$ cat config.mk
export PLATFORM = sky130hd
export DESIGN_NAME = cwi_integrator
export DESIGN_NICKNAME = d
export VERILOG_FILES = /design/src/rtl/cwi_pkg.sv /design/src/rtl/cwi_frame_seq.sv /design/src/rtl/cwi_vote_cell.sv /design/src/rtl/cwi_mute_map.sv /design/src/rtl/cwi_integrator.sv
export SDC_FILE = /design/constraint.sdc
export NUM_CORES = 1
export LEC_CHECK = 0
export BUFFER_PORTS_ARGS = -buffer_cell sky130_fd_sc_hd__buf_4
export CAP_MARGIN = 10
export CORE_MARGIN = 5
export CORE_UTILIZATION = 25
export DETAILED_ROUTE_END_ITERATION = 10
export PLACE_DENSITY = 0.51
export SYNTH_ARGS = -nofsm -noshare
export SYNTH_HDL_FRONTEND = slang
export SYNTH_SLANG_ARGS = --single-unit
export TNS_END_PERCENT = 1
$ cat constraint.sdc
create_clock -name clk -period 4.7 [get_ports clk]
set_input_delay 0 -clock clk [delete_from_list [all_inputs] [get_ports clk]]
set_output_delay 0 -clock clk [all_outputs]
set_load 0.05 [all_outputs]
$ cat src/rtl/cwi_pkg.sv
package cwi_pkg;
   // 1-based control bit positions that the mute decode relies on
   localparam int unsigned CB_NONBCAST = 7;
   localparam int unsigned CB_SUPPRESS = 16;
   localparam int unsigned CB_NA_A0    = 2;
   localparam int unsigned CB_NA_A1    = 3;
   localparam int unsigned CB_NA_B0    = 4;
   localparam int unsigned CB_NA_B1    = 5;

   typedef enum logic [1:0] {
      VOTE_HOLD = 2'd0,
      VOTE_ONE  = 2'd1,
      VOTE_ZERO = 2'd2
   } vote_e;

   function automatic vote_e vote_decide(input logic [7:0] ones,
                                         input logic [7:0] valid,
                                         input logic [7:0] th);
      logic [7:0] zeros;
      zeros = valid - ones;
      if (ones >= th)       return VOTE_ONE;
      else if (zeros >= th) return VOTE_ZERO;
      else                  return VOTE_HOLD;
   endfunction
endpackage

$ cat src/rtl/cwi_frame_seq.sv
module cwi_frame_seq #(
   parameter int unsigned WIN    = 15,
   parameter int unsigned PERIOD = 18,
   localparam int unsigned IDX_W = $clog2(PERIOD),
   localparam int unsigned CNT_W = $clog2(WIN + 1)
) (
   input  logic             clk,
   input  logic             rst_n,
   input  logic             frame_stb,
   input  logic             sync_ok,
   output logic             sample_en,
   output logic             close,
   output logic [CNT_W-1:0] valid_cnt,
   output logic             upd_stb
);
   logic [IDX_W-1:0] idx;

   assign sample_en = frame_stb && sync_ok && (int'(idx) < WIN);
   assign close     = frame_stb && (int'(idx) == PERIOD - 1);

   always_ff @(posedge clk) begin
      if (!rst_n) begin
         idx       <= '0;
         valid_cnt <= '0;
         upd_stb   <= 1'b0;
      end else begin
         upd_stb <= close;
         if (frame_stb)
            idx <= close ? '0 : idx + 1'b1;
         if (close)
            valid_cnt <= '0;
         else if (sample_en)
            valid_cnt <= valid_cnt + 1'b1;
      end
   end
endmodule

$ cat src/rtl/cwi_vote_cell.sv
module cwi_vote_cell #(
   parameter int unsigned WIN    = 15,
   parameter int unsigned ACC_TH = 12,
   localparam int unsigned CNT_W = $clog2(WIN + 1)
) (
   input  logic             clk,
   input  logic             rst_n,
   input  logic             sample_en,
   input  logic             close,
   input  logic             bit_in,
   input  logic [CNT_W-1:0] valid_cnt,
   output logic             bit_q
);
   import cwi_pkg::*;

   logic [CNT_W-1:0] ones;
   vote_e            verdict;

   assign verdict = vote_decide(8'(ones), 8'(valid_cnt), 8'(ACC_TH));

   always_ff @(posedge clk) begin
      if (!rst_n) begin
         ones  <= '0;
         bit_q <= 1'b0;
      end else if (close) begin
         ones <= '0;
         case (verdict)
            VOTE_ONE:  bit_q <= 1'b1;
            VOTE_ZERO: bit_q <= 1'b0;
            default:   bit_q <= bit_q;
         endcase
      end else if (sample_en && bit_in) begin
         ones <= ones + 1'b1;
      end
   end
endmodule

$ cat src/rtl/cwi_mute_map.sv
module cwi_mute_map #(
   parameter int unsigned CW_W = 16,
   parameter int unsigned CH_N = 4
) (
   input  logic [CW_W-1:0] ctrl_q,
   input  logic [CH_N-1:0] chg_q,
   output logic            mute_nonbcast,
   output logic            mute_suppress,
   output logic            mute_nonaudio,
   output logic [CH_N-1:0] mute_chg
);
   import cwi_pkg::*;

   assign mute_nonbcast = ctrl_q[CB_NONBCAST-1];
   assign mute_suppress = ctrl_q[CB_SUPPRESS-1];
   assign mute_nonaudio = (ctrl_q[CB_NA_A0-1] & ctrl_q[CB_NA_A1-1]) |
                          (ctrl_q[CB_NA_B0-1] & ctrl_q[CB_NA_B1-1]);
   assign mute_chg      = chg_q;
endmodule

$ cat src/rtl/cwi_integrator.sv
module cwi_integrator #(
   parameter int unsigned CW_W   = 16,
   parameter int unsigned CH_N   = 4,
   parameter int unsigned WIN    = 15,
   parameter int unsigned PERIOD = 18,
   parameter int unsigned ACC_TH = 12,
   parameter int unsigned BYTE_W = 8
) (
   input  logic              clk,
   input  logic              rst_n,
   input  logic              frame_stb,
   input  logic              sync_ok,
   input  logic [CW_W-1:0]   ctrl_word,
   input  logic [CH_N-1:0]   chg_flag,
   output logic [BYTE_W-1:0] ctrl_rd_lo,
   output logic [BYTE_W-1:0] ctrl_rd_hi,
   output logic [BYTE_W-1:0] chg_rd,
   output logic              upd_stb,
   output logic              mute_nonbcast,
   output logic              mute_suppress,
   output logic              mute_nonaudio,
   output logic [CH_N-1:0]   mute_chg
);
   localparam int unsigned NB    = CW_W + CH_N;
   localparam int unsigned CNT_W = $clog2(WIN + 1);

   generate
      if (CW_W != 2 * BYTE_W)
         $error("control word must fill exactly two read bytes");
      if (CH_N > BYTE_W)
         $error("flag count exceeds one read byte");
      if (WIN > PERIOD)
         $error("vote window longer than update period");
      if (2 * ACC_TH <= WIN || ACC_TH > WIN)
         $error("threshold must be a strict majority within the window");
      if (CW_W < 16)
         $error("mute decode needs 16 control bits");
   endgenerate

   logic             sample_en;
   logic             close;
   logic [CNT_W-1:0] valid_cnt;
   logic [NB-1:0]    raw_vec;
   logic [NB-1:0]    dec_vec;

   assign raw_vec = {chg_flag, ctrl_word};

   cwi_frame_seq #(.WIN(WIN), .PERIOD(PERIOD)) u_seq (
      .clk       (clk),
      .rst_n     (rst_n),
      .frame_stb (frame_stb),
      .sync_ok   (sync_ok),
      .sample_en (sample_en),
      .close     (close),
      .valid_cnt (valid_cnt),
      .upd_stb   (upd_stb)
   );

   for (genvar g = 0; g < NB; g++) begin : g_cell
      cwi_vote_cell #(.WIN(WIN), .ACC_TH(ACC_TH)) u_cell (
         .clk       (clk),
         .rst_n     (rst_n),
         .sample_en (sample_en),
         .close     (close),
         .bit_in    (raw_vec[g]),
         .valid_cnt (valid_cnt),
         .bit_q     (dec_vec[g])
      );
   end

   cwi_mute_map #(.CW_W(CW_W), .CH_N(CH_N)) u_mute (
      .ctrl_q        (dec_vec[CW_W-1:0]),
      .chg_q         (dec_vec[NB-1:CW_W]),
      .mute_nonbcast (mute_nonbcast),
      .mute_suppress (mute_suppress),
      .mute_nonaudio (mute_nonaudio),
      .mute_chg      (mute_chg)
   );

   assign ctrl_rd_lo = dec_vec[BYTE_W-1:0];
   assign ctrl_rd_hi = dec_vec[CW_W-1:BYTE_W];

   if (CH_N < BYTE_W) begin : g_pad
      assign chg_rd = {{(BYTE_W-CH_N){1'b0}}, dec_vec[NB-1:CW_W]};
   end else begin : g_full
      assign chg_rd = dec_vec[NB-1:CW_W];
   end
endmodule

==> impl_metrics.py <==
metrics = {
    "outcome": {
        "status": "finished clean",
    },
    "logic_synthesis": {
        "synth.avg_cell_area_um2": 8.79,
        "synth.distinct_cells": 52,
        "synth_edf_count": 0,
        "ys_warn_count": 0,
        "ys_ff_latch": 110,
        "synth_top_cell_by_area": "dfxtp_1",
        "syn_inst": 864,
        "synthFlopType": "dfxtp_1",
        "syn_area_um2": 7590,
        "synth_top_cell_area_share_pct": 29.0,
        "async_flop_share_pct": 0,
        "synth.most_common_cell": "nor2_1",
        "synth_commonest_cells": "nor2_1, dfxtp_1, ha_1",
        "synth_area_leaders": "dfxtp_1, ha_1, xnor2_1",
        "synth-seq-area-share_pct": 29.0,
    },
    "timing": {
        "hold_viol": 0,
        "period_share_pct": 51.9,
        "slew-limit-headroom_pct": 24.9,
        "slew_violations": 0,
        "worst_pin_slew_ns": 1.13,
        "fin_skew_ns": 0.00678,
        "finalWorstSetupSlack_ns": 2.26,
        "rsz0062_at_grt": "false",
        "max_freq_ghz": 0.410,
        "setup_viol": 0,
        "hold_slack_ns": 0.0958,
        "finalSetupTns_ns": 0,
        "fin_crit_ns": 2.44,
    },
    "finish": {
        "fin_cells": 1268,
        "area_growth_syn_to_layout_pct": 11.3,
        "drive_above_1_share_pct": 17.1,
        "diodes": 0,
        "nFillCells": 3206,
        "nets": 980,
    },
    "setup_path": {
        "crit_end": "g_cell[0].u_cell.ones[0]$_SDFFE_PP0P_",
        "reg2reg_depth": 6,
        "path_cells": "ha_1 > and2_1 > nand2_1 > nand2_2 > buf_4 > nor2_1",
        "crit_arrival_ns": 2.68,
        "path_max_fanout": 55,
        "critPathKind": "flop to flop",
        "worstSetupStartpointType": "flop",
        "rrSetupSlack_ns": 2.26,
        "r2r_start": "u_seq.idx[0]$_SDFFE_PN0P_",
        "max_stage_delay_ns": 0.82,
        "reg2reg_to": "g_cell[0].u_cell.ones[0]$_SDFFE_PP0P_",
        "end_kind": "flop",
        "crit_required_ns": 4.94,
        "setup.worst_path.start": "u_seq.idx[0]$_SDFFE_PN0P_",
        "critPathSlowestCell": "nand2_2",
    },
    "clocking": {
        "insertion_delay_ns": 0.37,
        "postCtsHoldBufs": 0,
        "ctsHtreeMaxLevel": 3,
        "cts_setup_buffers": 0,
        "numCtsBuffers": 9,
        "max-clock-path-buffers": 2,
        "cts_tree": "built",
        "ctsResizeCount": 0,
        "cts.clk_slew.worst_paths_ns": 0.07,
        "clockRootBuffer": "clkbuf_16",
        "cts_sinks": 110,
    },
    "detailed_routing": {
        "routed_wl_mm": 17.9,
        "vias": 5903,
        "ant_nets": 0,
        "drtIter0Drc": 295,
        "wire_per_inst_um": 14.1,
        "drt-vias-per-instance": 4.66,
        "drc": 0,
        "drt_pass1_iterations": 4,
    },
    "global_route": {
        "grt_pass1_vias": 5696,
        "grt_usage_pct": 10.7,
        "grt_pass1_wl_mm": 29.2,
        "grt_overflow": 0,
        "antenna_found_initial": 0,
        "grt_max_degree": 84,
    },
    "die": {
        "core_area_um2": 29800,
        "io_pins": 56,
        "die_h_um": 184,
        "die_w_um": 184,
        "initial_utilization_pct": 25.5,
        "rows": 63,
        "die_area_um2": 34000,
    },
    "placed_design": {
        "dp.cells": 1252,
        "portBuffers": 51,
        "dpl.hpwl_mm": 12.2,
        "pre_cts_slack_ns": 2.19,
        "gp_congestion": 0.724,
    },
    "power": {
        "power.density_nw_per_um2": 238,
        "irDropWorstVdd_mv": 0.146,
        "power.leakage_nw": 2.98,
    },
    "min_path": {
        "hold_path.class": "input pin to flop",
    },
    "flow_run": {
        "max-cap-violations": 0,
    },
}
-- critical path, delay by kind of cell, from the launching register on --
family | cells | cell delay (ns)
fa+ha+maj | 1 | 0.21
buf+inv | 1 | 0.50
flops | 1 | 0.41
simple gates | 4 | 1.18
-- layout by cell type, fill, tap and decap left out, types with 3 or more instances in the layout --
| cell | netlist | routed |
|---|---|---|
| nor2_1 | 118 | 118 |
| a21oi_1 | 23 | 23 |
| o221ai_1 | 5 | 5 |
| nand3_1 | 32 | 32 |
| ha_1 | 83 | 83 |
| a21o_1 | 11 | 11 |
| nand4_1 | 7 | 7 |
| nor3b_2 | 21 | 21 |
| nand2_1 | 37 | 36 |
| inv_1 | 69 | 69 |
| nand4b_1 | 20 | 20 |
| o21a_1 | 11 | 11 |
| a211oi_1 | 11 | 11 |
| conb_1 | 1 | 4 |
| nand2b_1 | 18 | 18 |
| xnor2_1 | 63 | 63 |
| mux2i_1 | 3 | 3 |
| o211ai_2 | 9 | 9 |
| a31oi_1 | 7 | 7 |
| clkbuf_16 | 0 | 9 |
| o21ai_0 | 32 | 32 |
| nor4_2 | 7 | 7 |
| nor3_2 | 20 | 20 |
| nor2b_1 | 10 | 10 |
| dfxtp_1 | 110 | 110 |
| buf_4 | 37 | 58 |
| or4_1 | 5 | 5 |
| o2111ai_1 | 15 | 15 |
| or3b_2 | 5 | 5 |
| xor2_1 | 4 | 4 |
| o211ai_1 | 9 | 9 |
| a221oi_2 | 9 | 9 |
-- cells by family (layout without fill, tap and decap cells) --
logic type	count (synthesis)	in the layout	synth area share (%)
muxes	3	3	0.395
and+or+nand+nor	311	311	24.6
adders and majority gates	83	83	13.7
buffers and inverters	132	143	8.86
other	1	4	0.0494
AOI/OAI and AO/OA	157	157	15.7
xor gates and xnor gates	67	67	7.73
DFF	110	110	29.0
-- metrics by stage --
step | instance area [um2] | total power (W) | util, %
2_1_floorplan | 7610 | 0.00112 | -
3_3_place_gp | 8120 | 0.00117 | 27.2
3_5_place_dp | 8120 | 0.00117 | 27.2
4_1_cts | 8450 | 0.00205 | 28.4
5_1_grt | 8450 | 0.00211 | 28.4
6_report | 8450 | 0.00201 | 28.4
-- flip-flops by register name, indices dropped and copies added (netlist names) --
register / cells
g_cell.u_cell.ones: 80
u_seq.valid_cnt: 4
u_seq.upd_stb: 1
g_cell.u_cell.bit_q: 20
u_seq.idx: 5
-- where the power goes --
part           switching [W]  internal (W)  total [W]  leakage, nW
registers          0.0000219      0.000947   0.000969        0.889
logic               0.000105     0.0000733   0.000178         1.92
clock network       0.000377      0.000487   0.000864        0.165
-- routing by layer --
metal	routed length, um	vias to the layer above	global-route usage, %
met1	8680	2778	14.2
met3	583	14	1.68
met2	8320	71	17.9
li1	-	3040	-
met5	0	-	0
met4	266	0	3.19
-- area by class of cell --
| cell class | instances | area (um2) | area share (%) |
|---|---|---|---|
| multi-input cells | 625 | 4730 | 56.0 |
| flip-flops and latches | 110 | 2200 | 26.1 |
| well taps | 390 | 488 | 5.77 |
| repair buffers | 58 | 435 | 5.15 |
| inverters | 69 | 259 | 3.06 |
| clock buffers | 10 | 239 | 2.83 |
| clock inverters | 6 | 93.8 | 1.11 |
-- how the worst min path moves through the flow --
stage	from	end	slack, ns	cells after the start
6_report	rst_n	g_cell[19].u_cell.bit_q$_SDFFE_PN0P_	0.1	2
5_1_grt	rst_n	g_cell[19].u_cell.bit_q$_SDFFE_PN0P_	0.1	2
4_1_cts	rst_n	g_cell[19].u_cell.bit_q$_SDFFE_PN0P_	0.08	2
3_5_place_dp	u_seq.upd_stb$_SDFF_PN0_	upd_stb	0.46	1
3_3_place_gp	u_seq.upd_stb$_SDFF_PN0_	upd_stb	0.46	1
2_1_floorplan	rst_n	g_cell[13].u_cell.bit_q$_SDFFE_PN0P_	0.33	3
Note: power is estimated with default switching activity, not from simulation.
